--- src/rtl/crr_pkg.sv ---
package crr_pkg;
  typedef struct packed {
    logic capture;    // latch a formatted result into the pending slot
    logic commit;     // move the pending slot into the output register
    logic markValid;  // committed word is outside the post-switch window
  } crrStrobe_t;
endpackage

--- src/rtl/crr_ctrl.sv ---
module crr_ctrl
  import crr_pkg::*;
#(
  parameter int SKIP = 3
) (
  input  logic       clk,
  input  logic       rstN,
  input  logic       resultValid,
  input  logic       chanSwitch,
  input  logic       readStart,
  input  logic       readEnd,
  output crrStrobe_t strb,
  output logic       readyN
);
  localparam int CNTW = $clog2(SKIP + 1);

  logic            busy;
  logic            pendFull;
  logic [CNTW-1:0] skipLeft;

  // A load waits for a quiet cycle: no read open or starting or ending,
  // and no newer result arriving (that one replaces the pending word).
  always_comb begin
    strb.capture   = resultValid;
    strb.commit    = pendFull && !busy && !readStart && !readEnd && !resultValid;
    strb.markValid = strb.commit && (skipLeft == '0) && !chanSwitch;
  end

  always_ff @(posedge clk) begin
    if (!rstN) begin
      busy     <= 1'b0;
      pendFull <= 1'b0;
      readyN   <= 1'b1;
      skipLeft <= '0;
    end else begin
      if (readStart)    busy <= 1'b1;
      else if (readEnd) busy <= 1'b0;

      if (strb.capture)     pendFull <= 1'b1;
      else if (strb.commit) pendFull <= 1'b0;

      if (strb.capture && !busy && !readStart) readyN <= 1'b1;
      else if (readEnd)                        readyN <= 1'b1;
      else if (strb.commit)                    readyN <= 1'b0;

      if (chanSwitch)
        skipLeft <= CNTW'(SKIP);
      else if (strb.commit && skipLeft != '0)
        skipLeft <= skipLeft - CNTW'(1);
    end
  end
endmodule

--- src/rtl/crr_datapath.sv ---
module crr_datapath
  import crr_pkg::*;
#(
  parameter int WIDTH = 24,
  parameter int BYTEW = 8,
  parameter int NBYTES = WIDTH / BYTEW,
  parameter int SELW = $clog2(NBYTES)
) (
  input  logic             clk,
  input  logic             rstN,
  input  crrStrobe_t       strb,
  input  logic [WIDTH-1:0] resultRaw,
  input  logic             fmtOffset,
  input  logic             unipolarEn,
  input  logic [SELW-1:0]  byteSel,
  output logic [WIDTH-1:0] dataOut,
  output logic [BYTEW-1:0] byteOut,
  output logic             dataValid
);
  logic [WIDTH-1:0] pendWord;
  logic [WIDTH-1:0] fmtWord;
  logic [BYTEW-1:0] lanes [NBYTES];

  // Clamp first, then recode, so a clamped value reads as zero in either format.
  always_comb begin
    fmtWord = resultRaw;
    if (unipolarEn && resultRaw[WIDTH-1]) fmtWord = '0;
    if (fmtOffset) fmtWord[WIDTH-1] = ~fmtWord[WIDTH-1];
  end

  always_ff @(posedge clk) begin
    if (!rstN) begin
      pendWord  <= '0;
      dataOut   <= '0;
      dataValid <= 1'b0;
    end else begin
      if (strb.capture) pendWord <= fmtWord;
      if (strb.commit) begin
        dataOut   <= pendWord;
        dataValid <= strb.markValid;
      end
    end
  end

  for (genvar g = 0; g < NBYTES; g++) begin : g_lane
    assign lanes[g] = dataOut[g*BYTEW +: BYTEW];
  end

  always_comb begin
    byteOut = '0;
    for (int i = 0; i < NBYTES; i++)
      if (byteSel == SELW'(i)) byteOut = lanes[i];
  end
endmodule

--- src/rtl/conv_result_reg.sv ---
module conv_result_reg
  import crr_pkg::*;
#(
  parameter int WIDTH = 24,
  parameter int BYTEW = 8,
  parameter int SKIP = 3
) (
  input  logic                             clk,
  input  logic                             rstN,
  input  logic                             resultValid,
  input  logic [WIDTH-1:0]                 resultRaw,
  input  logic                             fmtOffset,
  input  logic                             unipolarEn,
  input  logic                             chanSwitch,
  input  logic                             readStart,
  input  logic                             readEnd,
  input  logic [$clog2(WIDTH/BYTEW)-1:0]   byteSel,
  output logic [WIDTH-1:0]                 dataOut,
  output logic [BYTEW-1:0]                 byteOut,
  output logic                             readyN,
  output logic                             dataValid
);
  localparam int NBYTES = WIDTH / BYTEW;
  localparam int SELW = $clog2(NBYTES);

  crrStrobe_t strb;

  crr_ctrl #(.SKIP(SKIP)) u_ctrl (
    .clk(clk), .rstN(rstN), .resultValid(resultValid), .chanSwitch(chanSwitch),
    .readStart(readStart), .readEnd(readEnd), .strb(strb), .readyN(readyN)
  );

  crr_datapath #(.WIDTH(WIDTH), .BYTEW(BYTEW), .NBYTES(NBYTES), .SELW(SELW)) u_dp (
    .clk(clk), .rstN(rstN), .strb(strb), .resultRaw(resultRaw),
    .fmtOffset(fmtOffset), .unipolarEn(unipolarEn), .byteSel(byteSel),
    .dataOut(dataOut), .byteOut(byteOut), .dataValid(dataValid)
  );
endmodule

--- config.mk ---
export PLATFORM = sky130hd
export DESIGN_NAME = conv_result_reg
export DESIGN_NICKNAME = d
export VERILOG_FILES = /design/src/rtl/crr_pkg.sv /design/src/rtl/crr_ctrl.sv /design/src/rtl/crr_datapath.sv /design/src/rtl/conv_result_reg.sv
export SDC_FILE = /design/constraint.sdc
export NUM_CORES = 1
export LEC_CHECK = 0
export BUFFER_PORTS_ARGS = -buffer_cell sky130_fd_sc_hd__buf_2
export CORE_MARGIN = 5
export CORE_UTILIZATION = 45
export CTS_BUF_LIST = sky130_fd_sc_hd__clkbuf_8
export CTS_CLUSTER_SIZE = 20
export DETAILED_ROUTE_END_ITERATION = 7
export GPL_TIMING_DRIVEN = 0
export PLACE_DENSITY_LB_ADDON = 0.3
export SYNTH_ARGS = -nofsm -noshare
export SYNTH_HDL_FRONTEND = slang
export SYNTH_SLANG_ARGS = --single-unit
export TNS_END_PERCENT = 10
--- constraint.sdc ---
create_clock -name clk -period 3.4 [get_ports clk]
set_input_delay 0.51 -clock clk [delete_from_list [all_inputs] [get_ports clk]]
set_output_delay 0.51 -clock clk [all_outputs]
set_load 0.005 [all_outputs]
==> metrics.cfg, run 1 <==
[outcome]
status = completed

[critical_path]
crit_required_ns = 2.89
crit_slowest_cell = clkbuf_1
critPathMaxFanout = 9
critPathCaptureType = output pin
crit_top_cell = clkbuf_1
cp_top_family = buffers and inverters
crit_type = input port to output pin
start_kind = input port
cp_cell_sequence = clkbuf_1 -> nor2b_1 -> clkbuf_1 -> nand2_1 -> o21ai_0 -> buf_2
cpPeakStageDelay_ns = 0.45
critPathArrivalTime_ns = 1.60
worst-path-buf-inv = 3

[job]
cap_violations = 0

[sta]
relSlewSlack = 0.5954
finalSetupViolations = 0
max_freq_mhz = 473.7
holdWs_ns = 0.4295
tns_ns = 0
hold_violations = 0
worst_pin_slew_ns = 0.6070
rsz0062_at_grt = false
slew_viol_final = 0
timing.final.crit_share = 0.6210
min_period_ns = 2.111
clock_skew_ns = 0.005459

[route]
viasPerCell = 5.219
drc = 0
wl_per_cell_um = 14.52
drt_first_pass_iters = 4
ant_nets = 0
routed-via-count = 2171
drtIter0Drc = 221
wirelength_um = 6040

[clock_network]
post_cts_buffers = 0
cts_root_buffer = clkbuf_8
htreeDepth = 2
clockBufferDepth = 2
path_clk_slew_ns = 0.09
clock_latency_ns = 0.30
numCtsBuffers = 5
cts.sinks = 54
cts_tree = yes
postCtsResizedCells = 0
ctsHoldBuffers = 0

[synthesis]
synth_cell_types = 27
syn-mean-instance-area_sq_um = 8.135
seq_area_frac_synth = 0.4832
yosys_warnings = 0
synth.cell_area_sq_um = 2237
synthesis.nets = 310
syn_inst = 275
synth_seq_cells = 54

[global_routing]
antenna_found_initial = 0
grt_max_degree = 16
grt_overflow = 0
grt_pass1_vias = 1954
grt_pass1_wl_um = 9632
track_usage = 0.1918

[pwr]
vdd.ir_drop.worst_mv = 0.3359
pwr-share-comb = 0.103
p_seq_frac = 0.580
p_leak_nw = 1.150
p_sw_frac = 0.2474
clkPwrFrac = 0.317
p_per_area_nw_per_um2 = 417.2
switchingPower_mw = 0.2831
power.internal_mw = 0.8611

[min_path]
hold_path.class = input port to flop

[finish]
synthToLayoutAreaGrowth_pct = 22.60
n_antenna_cell = 0
drive_above_1_share = 0.2292
multi_input_area_sq_um = 1045
seqCellArea_sq_um = 1081
nNetsFinal = 383
nFillCells = 454

[floorplanning]
initial_core_util = 0.4675
rows = 25
die_area_sq_um = 6482
die_w_um = 80.51
io_pins = 68
die_y_um = 80.51
core_sq_um = 4786

[placement]
gp_congestion = 0.8142
port_buffers = 66
hpwl_um = 4559

-- tightest hold or removal path, stage by stage --
cell	delay [ns]
buf_2	0.07
a21oi_1	0.05
nor2_1	0.07
-- Yosys cell counts, drive strengths merged --
cell type | number | area [sq um]
nor3b | 1 | 12.51
or2 | 1 | 6.260
nand2 | 10 | 37.54
nor3 | 1 | 5.000
inv | 5 | 18.76
or3b | 1 | 11.26
or4 | 1 | 7.510
nor2 | 27 | 101.4
nand3 | 24 | 120.1
a21oi | 50 | 250.2
a211oi | 1 | 7.510
nand4 | 2 | 12.51
o31a | 1 | 8.760
o311a | 1 | 10.01
clkbuf | 19 | 71.32
dfxtp | 54 | 1081
nor2b | 26 | 162.7
a21boi | 1 | 7.510
xnor2 | 1 | 8.760
a31oi | 1 | 6.260
buf | 3 | 21.27
o21ai | 34 | 170.2
nor4 | 1 | 6.260
mux2i | 8 | 80.08
ha | 1 | 12.51
-- final cells by class --
class / count / share of cell area
clock buffer: 6 / 0.03011
clock inverter: 2 / 0.003193
tap: 67 / 0.03057
inverter: 5 / 0.006843
buffer: 22 / 0.03376
timing repair buffer: 66 / 0.1204
sequential: 54 / 0.3942
multi-input combinational: 194 / 0.3809
-- sequential cells by signal (all words and copies together), names as in the netlist --
register / cells
u_ctrl.busy: 1
u_ctrl.pendFull: 1
u_ctrl.readyN: 1
u_ctrl.skipLeft: 2
u_dp.dataOut: 24
u_dp.dataValid: 1
u_dp.pendWord: 24
-- through the flow --
stage               cell area [sq um]  worst slack [ns]  total power [mW]  cells    util
finish                           2743             1.289             1.144    416  0.5731
global route                     2743             1.180             1.188    416  0.5731
CTS                              2743             1.313             1.150    416  0.5731
detailed placement               2651             1.321            0.7953    408  0.5540
global placement                 2651             1.352            0.7930    408  0.5540
floorplan                        2237             1.586            0.7484    275       -
-- cell families (layout without fill, tap and decap cells) --
| group | count (synthesis) | in the layout | share of synthesized area |
|---|---|---|---|
| DFF | 54 | 54 | 0.4832 |
| and+or+nand+nor | 95 | 95 | 0.2159 |
| xor gates and xnor gates | 1 | 1 | 0.003916 |
| muxes | 8 | 8 | 0.03580 |
| AOI/OAI and AO/OA | 89 | 89 | 0.2058 |
| buffers and inverters | 27 | 101 | 0.04977 |
| adders and majority gates | 1 | 1 | 0.005592 |
-- metal layers --
layer | vias up | track usage | wire length (um) | part of all wire
met4 | 0 | 0.05574 | 55 | 0.0091
li1 | 1088 | - | - | -
met2 | 75 | 0.2798 | 2645 | 0.44
met3 | 4 | 0.02803 | 431 | 0.071
met1 | 1004 | 0.2896 | 2908 | 0.48
met5 | - | 0 | 0 | 0
-- power groups by stage --
stage / combinational, mW / sequential (mW) / clock (mW)
2_1_floorplan: 0.0747 / 0.674 / 0
3_3_place_gp: 0.116 / 0.677 / 0
3_5_place_dp: 0.118 / 0.678 / 0
4_1_cts: 0.118 / 0.663 / 0.368
5_1_grt: 0.134 / 0.666 / 0.388
6_report: 0.118 / 0.664 / 0.362
-- cell usage in the layout (no fill, tap or decap), drive strengths merged --
cell type,synthesis,routed
clkbuf,19,25
o31a,1,1
nor3b,1,1
nand4,2,2
mux2i,8,8
clkinv,0,1
xnor2,1,1
inv,5,6
nand3,24,24
a21oi,50,50
o311a,1,1
buf,3,69
nor4,1,1
nor2b,26,26
o21ai,34,34
a21boi,1,1
a211oi,1,1
a31oi,1,1
nor3,1,1
nor2,27,27
or2,1,1
nand2,10,10
dfxtp,54,54
ha,1,1
or3b,1,1
or4,1,1
-- path summary, 6_finish.rpt --
kind	from	to	slack (ns)	depth (start not counted)
max	byteSel[0]	byteOut[6]	1.29	6
min	resultRaw[10]	u_dp.pendWord[10]$_SDFFE_PN0P_	0.43	3
max reg2reg	u_ctrl.busy$_SDFFE_PN0P_	u_dp.dataOut[16]$_SDFFE_PN0P_	1.80	4
min reg2reg	u_dp.pendWord[21]$_SDFFE_PN0P_	u_dp.dataOut[21]$_SDFFE_PN0P_	0.47	2
Power figures use the tool's default switching activity.
==> run 2, diff against run 1 <==
==> constraint.sdc (replaced) <==
create_clock -name clk -period 1.84 [get_ports clk]
set_input_delay 0.276 -clock clk [delete_from_list [all_inputs] [get_ports clk]]
set_output_delay 0.276 -clock clk [all_outputs]
set_load 0.005 [all_outputs]
==> metrics.cfg, run 2 (same netlist as run 1, synthesis figures left out) <==
[sta]
fin_ws_ns = 0.2009  ; -1.088 ns
finalSetupViolations = 0  ; unchanged
tns_ns = 0  ; unchanged
clock_skew_ns = 0.004632  ; -0.0008269 ns
worst_pin_slew_ns = 0.5984  ; -0.008546 ns
timing.final.crit_share = 0.8908
slew_viol_final = 0  ; unchanged
hold_violations = 0  ; unchanged
max_freq_mhz = 610.1
min_period_ns = 1.639
rsz0062_at_grt = false
relSlewSlack = 0.5996  ; +0.004224

[min_path]
hold_path.class = input port to flop
hold_start = resultRaw[10]

[job]
cap_violations = 0  ; unchanged

[critical_path]
cp_top_family = buffers and inverters
crit_type = input port to output pin
cpPeakStageDelay_ns = 0.45  ; about the same
worst-path-buf-inv = 3  ; unchanged
crit_required_ns = 1.56  ; -1.33 ns
critPathArrivalTime_ns = 1.36  ; -0.24 ns
cp-startpoint = byteSel[0]
timing.rr.start = u_ctrl.busy$_SDFFE_PN0P_
start_kind = input port
critPathMaxFanout = 9  ; unchanged
critPathCaptureType = output pin
crit_slowest_cell = clkbuf_1
crit_top_cell = clkbuf_1
rrSetupSlack_ns = 0.22  ; -1.58 ns
cp_cell_sequence = clkbuf_1 -> nor2b_1 -> clkbuf_1 -> nand2_1 -> o21ai_0 -> buf_2

[pwr]
switchingPower_mw = 0.5229  ; +85%
power.internal_mw = 1.592  ; +85%
p_per_area_nw_per_um2 = 769.5  ; +84%
p_seq_frac = 0.580  ; about the same
p_sw_frac = 0.2472  ; about the same
clkPwrFrac = 0.316  ; about the same
vdd.ir_drop.worst_mv = 0.6016  ; +79%
pwr-share-comb = 0.104  ; about the same
total_power_mw = 2.115  ; +85%
p_leak_nw = 1.152  ; +0.17%

[route]
viasPerCell = 5.284  ; +1.2%
drc = 0  ; unchanged
ant_nets = 0  ; unchanged
routed-via-count = 2198  ; +1.2%
wl_per_cell_um = 14.62  ; +0.71%
drt_first_pass_iters = 5  ; +1
wirelength_um = 6083  ; +0.71%
drtIter0Drc = 217  ; -1.8%

[clock_network]
htreeDepth = 2  ; unchanged
cts_root_buffer = clkbuf_8
cts_tree = yes
clockBufferDepth = 2  ; unchanged
clock_latency_ns = 0.30  ; about the same
cts.sinks = 54  ; unchanged
post_cts_buffers = 0  ; unchanged
path_clk_slew_ns = 0.09  ; about the same
numCtsBuffers = 5  ; unchanged

[finish]
n_antenna_cell = 0  ; unchanged
seqCellArea_sq_um = 1081  ; unchanged
drive_above_1_share = 0.2292  ; unchanged
top_regs = u_dp.dataOut: 24 flops, u_dp.pendWord: 24 flops, u_ctrl.skipLeft: 2 flops
final_common_cell = buf_2
multi_input_area_sq_um = 1051  ; +0.60%
synthToLayoutAreaGrowth_pct = 22.87
final_cell_mix = 68 x buf_2, 54 x dfxtp_1, 50 x a21oi_1, 34 x o21ai_0, 27 x nor2_1
nNetsFinal = 383  ; unchanged
nFillCells = 449  ; -1.1%

[floorplanning]
die_y_um = 80.51  ; unchanged
initial_core_util = 0.4675  ; unchanged
die_w_um = 80.51  ; unchanged
core_sq_um = 4786  ; unchanged
rows = 25  ; unchanged
die_area_sq_um = 6482  ; unchanged
io_pins = 68  ; unchanged

[global_routing]
grt_overflow = 0  ; unchanged
grt_pass1_wl_um = 9632  ; unchanged
track_usage = 0.1918  ; unchanged
grt_pass1_vias = 1954  ; unchanged
grt_max_degree = 16  ; unchanged
antenna_found_initial = 0  ; unchanged

[outcome]
status = completed

[placement]
pre_cts_slack_ns = 0.02988  ; -1.291 ns
gp_congestion = 0.8142  ; unchanged
port_buffers = 66  ; unchanged
hpwl_um = 4559  ; unchanged

run 2: cell counts in the layout (fill, tap and decap cells not counted):
No cell type changed its count.
run 2: final timing paths:
kind | to | depth (start not counted)
hold reg to reg | u_dp.dataOut[21]$_SDFFE_PN0P_ | 2
setup reg to reg | u_dp.dataValid$_SDFFE_PN0P_ | 4
hold / removal | u_dp.pendWord[10]$_SDFFE_PN0P_ | 3
setup / recovery | byteOut[6] | 6
run 2: final cells by class:
class                           count  share of cell area
Multi-Input combinational cell    194              0.3823
Clock inverter                      2            0.003186
Tap cell                           67             0.03050
Buffer                             22             0.03368
Inverter                            5            0.006827
Timing Repair Buffer               66              0.1202
Sequential cell                    54              0.3933
Clock buffer                        6             0.03004
run 2: worst min-delay path: cells and delay by family:
kind	cells	cell delay [ns]
buffers and inverters	1	0.07
and+or+nand+nor	1	0.07
AOI/OAI and AO/OA	1	0.05
run 2: stage by stage:
stage | utilization | instances | area [sq um] | hold slack, ns
after floorplan | - | 275 | 2237 | 0.3631
after global placement | 0.5540 | 408 | 2651 | 0.4483
after detailed placement | 0.5540 | 408 | 2651 | 0.4525
after CTS | 0.5731 | 416 | 2743 | 0.1921
after global routing | 0.5744 | 416 | 2749 | 0.1989
final | 0.5744 | 416 | 2749 | 0.1942
run 2: power by group through the flow:
stage	Combinational, mW	Sequential (mW)	Clock, mW
after detailed placement	0.217	1.25	0
after floorplan	0.138	1.24	0
final	0.221	1.23	0.668
after global routing	0.248	1.23	0.717
after CTS	0.219	1.23	0.680
after global placement	0.214	1.25	0
run 2: what timing repair did:
item	in CTS	in global routing
hold buffers	0	0
resized for setup	0	1
endpoints found under the setup margin	0	2
run 2: per-layer routing:
| layer | vias up | part of all wire | global-route usage |
|---|---|---|---|
| met4 | 0 | 0.0097 | 0.05574 |
| li1 | 1091 | - | - |
| met1 | 1030 | 0.48 | 0.2896 |
| met2 | 71 | 0.44 | 0.2798 |
| met5 | - | 0 | 0 |
| met3 | 6 | 0.069 | 0.02803 |
